## config.mk

```make
export PLATFORM = sky130hd
export DESIGN_NAME = chg_irq_ctrl
export DESIGN_NICKNAME = d
export VERILOG_FILES = /design/src/rtl/chg_irq_pkg.sv /design/src/rtl/chg_sync.sv /design/src/rtl/chg_regs.sv /design/src/rtl/chg_status.sv /design/src/rtl/chg_irq_ctrl.sv
export SDC_FILE = /design/constraint.sdc
export NUM_CORES = 1
export LEC_CHECK = 0
export BUFFER_PORTS_ARGS = -buffer_cell sky130_fd_sc_hd__buf_2
export CAP_MARGIN = 15
export CORE_UTILIZATION = 50
export CTS_CLUSTER_DIAMETER = 80
export DETAILED_ROUTE_END_ITERATION = 6
export PLACE_DENSITY = 0.69
export SYNTH_ARGS = -nofsm -noshare
export SYNTH_HDL_FRONTEND = slang
export SYNTH_HIERARCHICAL = 1
export SYNTH_SLANG_ARGS = --single-unit
```

## constraint.sdc

```tcl
create_clock -name clk -period 1.8 [get_ports clk]
set_clock_uncertainty 0.2 [all_clocks]
set_input_delay 0.36 -clock clk [delete_from_list [all_inputs] [get_ports clk]]
set_output_delay 0.36 -clock clk [all_outputs]
set_load 0.05 [all_outputs]
```

## src/rtl/chg_irq_pkg.sv

```systemverilog
package chg_irq_pkg;

  // Register offsets (byte addresses)
  localparam logic [7:0] OFS_CLEAR  = 8'h01;
  localparam logic [7:0] OFS_STATUS = 8'h02;
  localparam logic [7:0] OFS_CTRL   = 8'h03;
  localparam logic [7:0] OFS_RISE0  = 8'h42;
  localparam logic [7:0] OFS_FALL0  = 8'h43;
  localparam int         OFS_STRIDE = 16;

  // Bit positions in the clear byte
  localparam int CLR_EDGE_BIT = 3;
  localparam int CLR_OVF_BIT  = 2;

  // Control byte, packed from bit 4 down to bit 0
  typedef struct packed {
    logic fall_gate;
    logic rise_gate;
    logic master;
    logic ovf_ie;
    logic edge_ie;
  } ctrl_t;

endpackage

```

## src/rtl/chg_sync.sv

```systemverilog
module chg_sync #(
  parameter int W = 32
) (
  input  logic         clk,
  input  logic         rst,
  input  logic [W-1:0] din,
  output logic [W-1:0] rise,
  output logic [W-1:0] fall
);

  logic [W-1:0] meta_q;
  logic [W-1:0] smp_q;
  logic [W-1:0] prev_q;

  always_ff @(posedge clk) begin
    if (rst) begin
      meta_q <= '0;
      smp_q  <= '0;
      prev_q <= '0;
    end else begin
      meta_q <= din;
      smp_q  <= meta_q;
      prev_q <= smp_q;
    end
  end

  assign rise = smp_q & ~prev_q;
  assign fall = ~smp_q & prev_q;

endmodule

```

## src/rtl/chg_regs.sv

```systemverilog
module chg_regs
  import chg_irq_pkg::*;
#(
  parameter int NPORTS = 4,
  parameter int DW     = 8,
  parameter int AW     = 8
) (
  input  logic                 clk,
  input  logic                 rst,
  input  logic                 wr_en,
  input  logic [AW-1:0]        addr,
  input  logic [DW-1:0]        wdata,
  output logic [NPORTS*DW-1:0] rise_en,
  output logic [NPORTS*DW-1:0] fall_en,
  output ctrl_t                ctrl_q,
  output logic                 clr_edge,
  output logic                 clr_ovf
);

  localparam logic [AW-1:0] A_CTRL  = AW'(OFS_CTRL);
  localparam logic [AW-1:0] A_CLEAR = AW'(OFS_CLEAR);
  localparam int            CW      = $bits(ctrl_t);

  for (genvar p = 0; p < NPORTS; p++) begin : g_port
    localparam logic [AW-1:0] A_RISE = AW'(int'(OFS_RISE0) + p * OFS_STRIDE);
    localparam logic [AW-1:0] A_FALL = AW'(int'(OFS_FALL0) + p * OFS_STRIDE);
    logic [DW-1:0] rise_q;
    logic [DW-1:0] fall_q;

    always_ff @(posedge clk) begin
      if (rst) begin
        rise_q <= '0;
        fall_q <= '0;
      end else if (wr_en) begin
        if (addr == A_RISE) rise_q <= wdata;
        if (addr == A_FALL) fall_q <= wdata;
      end
    end

    assign rise_en[p*DW +: DW] = rise_q;
    assign fall_en[p*DW +: DW] = fall_q;
  end

  always_ff @(posedge clk) begin
    if (rst) begin
      ctrl_q <= '0;
    end else if (wr_en && addr == A_CTRL) begin
      ctrl_q <= ctrl_t'(wdata[CW-1:0]);
    end
  end

  assign clr_edge = wr_en && (addr == A_CLEAR) && wdata[CLR_EDGE_BIT];
  assign clr_ovf  = wr_en && (addr == A_CLEAR) && wdata[CLR_OVF_BIT];

endmodule

```

## src/rtl/chg_status.sv

```systemverilog
module chg_status
  import chg_irq_pkg::*;
(
  input  logic  clk,
  input  logic  rst,
  input  logic  hit,
  input  logic  clr_edge,
  input  logic  clr_ovf,
  input  ctrl_t ctrl_q,
  output logic  edge_q,
  output logic  ovf_q,
  output logic  irq_q
);

  always_ff @(posedge clk) begin
    if (rst) begin
      edge_q <= 1'b0;
      ovf_q  <= 1'b0;
      irq_q  <= 1'b0;
    end else begin
      // a new qualifying change beats a simultaneous clear
      edge_q <= hit | (edge_q & ~clr_edge);
      ovf_q  <= (hit & edge_q) | (ovf_q & ~clr_ovf);
      irq_q  <= ctrl_q.master &
                ((edge_q & ctrl_q.edge_ie) | (ovf_q & ctrl_q.ovf_ie));
    end
  end

endmodule

```

## src/rtl/chg_irq_ctrl.sv

```systemverilog
module chg_irq_ctrl
  import chg_irq_pkg::*;
#(
  parameter int NPORTS = 4,
  parameter int DW     = 8,
  parameter int AW     = 8
) (
  input  logic                 clk,
  input  logic                 rst,
  input  logic                 wr_en,
  input  logic [AW-1:0]        addr,
  input  logic [DW-1:0]        wdata,
  output logic [DW-1:0]        rdata,
  input  logic [NPORTS*DW-1:0] port_in,
  output logic                 irq
);

  localparam int IW = NPORTS * DW;
  localparam int CW = $bits(ctrl_t);
  localparam logic [AW-1:0] A_STATUS = AW'(OFS_STATUS);
  localparam logic [AW-1:0] A_CTRL   = AW'(OFS_CTRL);

  logic [IW-1:0] rise;
  logic [IW-1:0] fall;
  logic [IW-1:0] rise_en;
  logic [IW-1:0] fall_en;
  ctrl_t         ctrl_q;
  logic          clr_edge;
  logic          clr_ovf;
  logic          hit;
  logic          edge_q;
  logic          ovf_q;
  logic          irq_q;
  logic [DW-1:0] rd_next;

  chg_sync #(.W(IW)) u_sync (
    .clk  (clk),
    .rst  (rst),
    .din  (port_in),
    .rise (rise),
    .fall (fall)
  );

  chg_regs #(.NPORTS(NPORTS), .DW(DW), .AW(AW)) u_regs (
    .clk      (clk),
    .rst      (rst),
    .wr_en    (wr_en),
    .addr     (addr),
    .wdata    (wdata),
    .rise_en  (rise_en),
    .fall_en  (fall_en),
    .ctrl_q   (ctrl_q),
    .clr_edge (clr_edge),
    .clr_ovf  (clr_ovf)
  );

  assign hit = (ctrl_q.rise_gate & |(rise & rise_en)) |
               (ctrl_q.fall_gate & |(fall & fall_en));

  chg_status u_stat (
    .clk      (clk),
    .rst      (rst),
    .hit      (hit),
    .clr_edge (clr_edge),
    .clr_ovf  (clr_ovf),
    .ctrl_q   (ctrl_q),
    .edge_q   (edge_q),
    .ovf_q    (ovf_q),
    .irq_q    (irq_q)
  );

  always_comb begin
    rd_next = '0;
    if (addr == A_STATUS) begin
      rd_next[0] = edge_q;
      rd_next[1] = ovf_q;
      rd_next[2] = irq_q;
    end else if (addr == A_CTRL) begin
      rd_next[CW-1:0] = ctrl_q;
    end
    for (int p = 0; p < NPORTS; p++) begin
      if (addr == AW'(int'(OFS_RISE0) + p * OFS_STRIDE)) rd_next = rise_en[p*DW +: DW];
      if (addr == AW'(int'(OFS_FALL0) + p * OFS_STRIDE)) rd_next = fall_en[p*DW +: DW];
    end
  end

  always_ff @(posedge clk) begin
    if (rst) rdata <= '0;
    else     rdata <= rd_next;
  end

  assign irq = irq_q;

endmodule

```

==> flow_metrics.py <==
metrics = {
    "grt": {
        "track_usage_pct": 26.4,
        "grt_pass1_wl_microns": 29000,
        "grt_pass1_vias": 5293,
        "overflow": 0,
        "antenna_found_initial": 0,
        "grt_max_degree": 94,
    },
    "critical_path": {
        "critPathArrivalTime_ns": 1.89,
        "critPathLaunchType": "flip-flop",
        "crit_path_max_incr_delay_ns": 0.35,
        "critPathTopFamily": "compound AO/OA/AOI/OAI gates",
        "crit_type": "flip-flop to flip-flop",
        "crit_path_frequent_cell": "nand2_1",
        "critPathRequiredTime_ns": 1.89,
        "worst-r2r-setup-slack_ns": -0.00007,
        "r2r_end": "u_stat/ovf_q$_SDFF_PP0_",
        "cp_num_buf_inv": 0,
        "worst-path-stages": 7,
        "r2r_cells": 7,
        "path_max_fanout": 3,
        "r2r_start": "u_sync/smp_q[5]$_SDFF_PP0_",
        "crit_end": "u_stat/ovf_q$_SDFF_PP0_",
        "crit_slowest_cell": "o41ai_2",
        "crit_chain": "nor2b_1 > a22oi_2 > nand4_1 > o41ai_2 > nand2_1 > nand2_1 > a21oi_1",
        "worstSetupEndpointType": "flip-flop",
        "startpoint": "u_sync/smp_q[5]$_SDFF_PP0_",
    },
    "routing": {
        "drtIter0Drc": 511,
        "drtAntennaViolNets": 0,
        "dr.pass1.iters": 5,
        "route.vias.total": 5540,
        "wl_per_cell_microns": 18.0,
        "drc": 0,
        "finalWirelength_microns": 18800,
        "vias_per_cell": 5.31,
    },
    "floorplan": {
        "die_w_microns": 122,
        "die_y_microns": 122,
        "rows": 43,
        "placeableCoreArea_sq_mm": 0.0140,
        "io_pins": 60,
        "initial_core_util_pct": 51.8,
        "dieArea_sq_mm": 0.0150,
    },
    "clocking": {
        "h-tree-depth": 4,
        "cts_made_buffers": 17,
        "clock_path_buffers": 2,
        "clk_latency_ns": 0.42,
        "path_clk_slew_ns": 0.07,
        "cts.sinks": 176,
        "cts_tree": "yes",
        "root_buffer": "clkbuf_16",
        "cts_setup_buffers": 0,
    },
    "layout": {
        "drive_above_1_share_pct": 22.9,
        "design_area_sq_mm": 0.00917,
        "final_nets": 902,
        "instances_no_fill": 1044,
        "diodes": 0,
        "area_growth_pct": 26.5,
    },
    "run_status": {
        "status": "complete, but fails checks",
        "violations": "negative setup slack",
    },
    "logic_synthesis": {
        "synth_area_leaders": "dfxtp_1 49%, nor2b_1 14%, mux2i_1 11%",
        "synth_top_area_cell": "dfxtp_1",
        "postSynthAreaPerCell_sq_um": 10.2,
        "ys_ff_latch": 176,
        "synthCells": 710,
        "async_flop_share_pct": 0,
        "synth-seq-area-share_pct": 48.6,
        "yosysWarnings": 6,
        "syn_area_sq_mm": 0.00725,
        "ys.flop_type": "dfxtp_1",
        "synth_top_area_share_pct": 48.6,
        "synth-edff-count": 0,
        "syn-num-nets": 761,
        "yosys.cell_types.count": 55,
    },
    "placed_design": {
        "placed_area_sq_mm": 0.00818,
        "gp_congestion": 0.905,
        "dp_cells": 980,
        "hpwl_microns": 13600,
        "io_buffers": 59,
    },
    "timing": {
        "finalCritPeriodShare_pct": 100,
        "slew_headroom_pct": 72.1,
        "finalHoldViolCount": 0,
        "tightestPinTransition_ns": 0.419,
        "finalSetupViolations": 1,
        "period_needed_ns": 1.80,
        "setup_slack_ns": -0.0000664,
        "grt_setup_unrepaired": "true",
        "drv_slew": 0,
        "fmax_mhz": 556,
    },
    "run": {
        "drv_cap": 0,
    },
    "pwr": {
        "p_per_area_mw_per_mm2": 884,
        "p_leak_nw": 4.05,
        "vdd_drop_max_mv": 0.632,
    },
    "hold_path": {
        "hp-class": "input port to flip-flop",
    },
}
-- registers in the layout, indices dropped and copies added (netlist names) --
name / flops
u_regs/g_port.rise_q: 32
u_stat/edge_q: 1
u_stat/irq_q: 1
u_sync/meta_q: 32
u_sync/prev_q: 32
u_regs/g_port.fall_q: 32
u_sync/smp_q: 32
u_regs/ctrl_q: 5
rdata: 8
u_stat/ovf_q: 1
-- metal layers --
layer	share of wire (%)	GRT usage [%]	vias to the layer above	wire [microns]
met5	0	0	-	0
met4	2.1	9.30	0	385
met3	6.6	5.95	28	1230
met2	46	41.5	191	8570
met1	46	35.4	2598	8580
li1	-	-	2723	-
-- worst min path at each step --
stage	from	to	slack (ns)	cells past startpoint
after floorplan	u_sync/meta_q[0]$_SDFF_PP0_	u_sync/smp_q[0]$_SDFF_PP0_	0.21	1
after global placement	u_sync/meta_q[14]$_SDFF_PP0_	u_sync/smp_q[14]$_SDFF_PP0_	0.22	1
after detailed placement	u_sync/meta_q[12]$_SDFF_PP0_	u_sync/smp_q[12]$_SDFF_PP0_	0.22	1
after CTS	rst	u_sync/prev_q[3]$_SDFF_PP0_	0.15	2
after global routing	rst	u_sync/prev_q[3]$_SDFF_PP0_	0.15	2
final	rst	u_sync/prev_q[3]$_SDFF_PP0_	0.15	2
-- cell families after synthesis --
group	synth area share [%]
buffers and inverters	3.49
AOI/OAI and AO/OA	9.43
DFF	48.6
muxes	11.1
and+or+nand+nor	27.4
-- power breakdown --
part | switching (mW) | internal [mW] | total [mW]
Combinational | 0.255 | 0.280 | 0.535
Clock | 1.61 | 1.95 | 3.55
Sequential | 0.0359 | 3.98 | 4.02
Total | 1.90 | 6.21 | 8.11
-- cell type report --
class	count	area, sq um
clock buffers	17	425
clock inverters	15	150
fillers	1116	4820
inverters	4	15.0
multi-input cells	486	3550
flip-flops and latches	176	3530
well taps	180	225
repair buffers	166	1270
-- placed cells by master, fill, tap and decap left out, types with 3 or more instances in the layout --
cell,synthesis,layout
a221oi_2,0,7
nand4b_1,3,3
clkinvlp_4,0,3
dfxtp_2,0,6
dlygate4sd3_1,0,32
dfxtp_1,176,170
nor2b_1,165,163
a22o_1,8,8
clkbuf_16,0,17
and3_1,3,3
nor2_1,7,7
a22oi_1,19,15
nand4_1,6,6
buf_12,0,7
buf_4,8,69
o2111ai_1,4,4
a211oi_1,9,9
o21ai_1,3,4
inv_1,4,4
nand3_1,6,6
o21ai_0,14,13
nor3b_1,3,3
clkinv_2,0,3
mux2i_1,78,78
inv_6,0,5
nand2_1,13,13
a22oi_2,0,4
a21oi_1,11,11
buf_2,10,58
o22ai_1,7,7
a31oi_1,3,3
nand2b_1,81,81
-- Yosys cell counts, types with 2 or more instances --
master / count
nor2b_1: 165
nor2_1: 7
o211ai_1: 2
nand2b_1: 81
a221oi_1: 8
nand4_1: 6
inv_1: 4
mux2_2: 2
and4bb_1: 2
o2111ai_1: 4
nand3_2: 2
nand4_2: 2
mux2i_1: 78
dfxtp_1: 176
a211oi_1: 9
buf_1: 3
o21ai_0: 14
nand4b_1: 3
nand2_1: 13
nand4bb_1: 2
buf_4: 8
a22o_1: 8
and3_1: 3
nor3_1: 2
a22oi_1: 19
buf_2: 10
nand3_1: 6
buf_6: 4
o22ai_1: 7
clkbuf_1: 19
a21oi_1: 11
o21ai_1: 3
nor3b_1: 3
a31oi_1: 3
-- metrics by stage --
stage | power [mW] | worst slack (ns) | hold slack [ns] | util [%] | TNS [ns]
global placement | 4.57 | -0.254 | 0.219 | 58.5 | -3.09
CTS | 8.17 | 0.000509 | 0.147 | 65.4 | 0
finish | 8.11 | -0.0000664 | 0.153 | 65.5 | -0.0000664
floorplan | 4.38 | 0.0989 | 0.214 | - | 0
detailed placement | 4.58 | -0.221 | 0.222 | 58.5 | -4.05
global route | 8.40 | -0.102 | 0.151 | 65.5 | -0.187
-- worst reg2reg max path, delay by kind of cell, from the launching register on --
| kind | cells | cell delay, ns |
|---|---|---|
| AOI/OAI and AO/OA | 3 | 0.62 |
| and+or+nand+nor | 4 | 0.54 |
| DFF | 1 | 0.31 |
-- repair_timing --
action                                  CTS  global route
pin swaps                                12             2
endpoints found under the setup margin    2             3
hold buffers                             32             0
hold endpoints to repair                 32             0
gates resized for setup                  16             7
(Power assumes the default switching activity.)
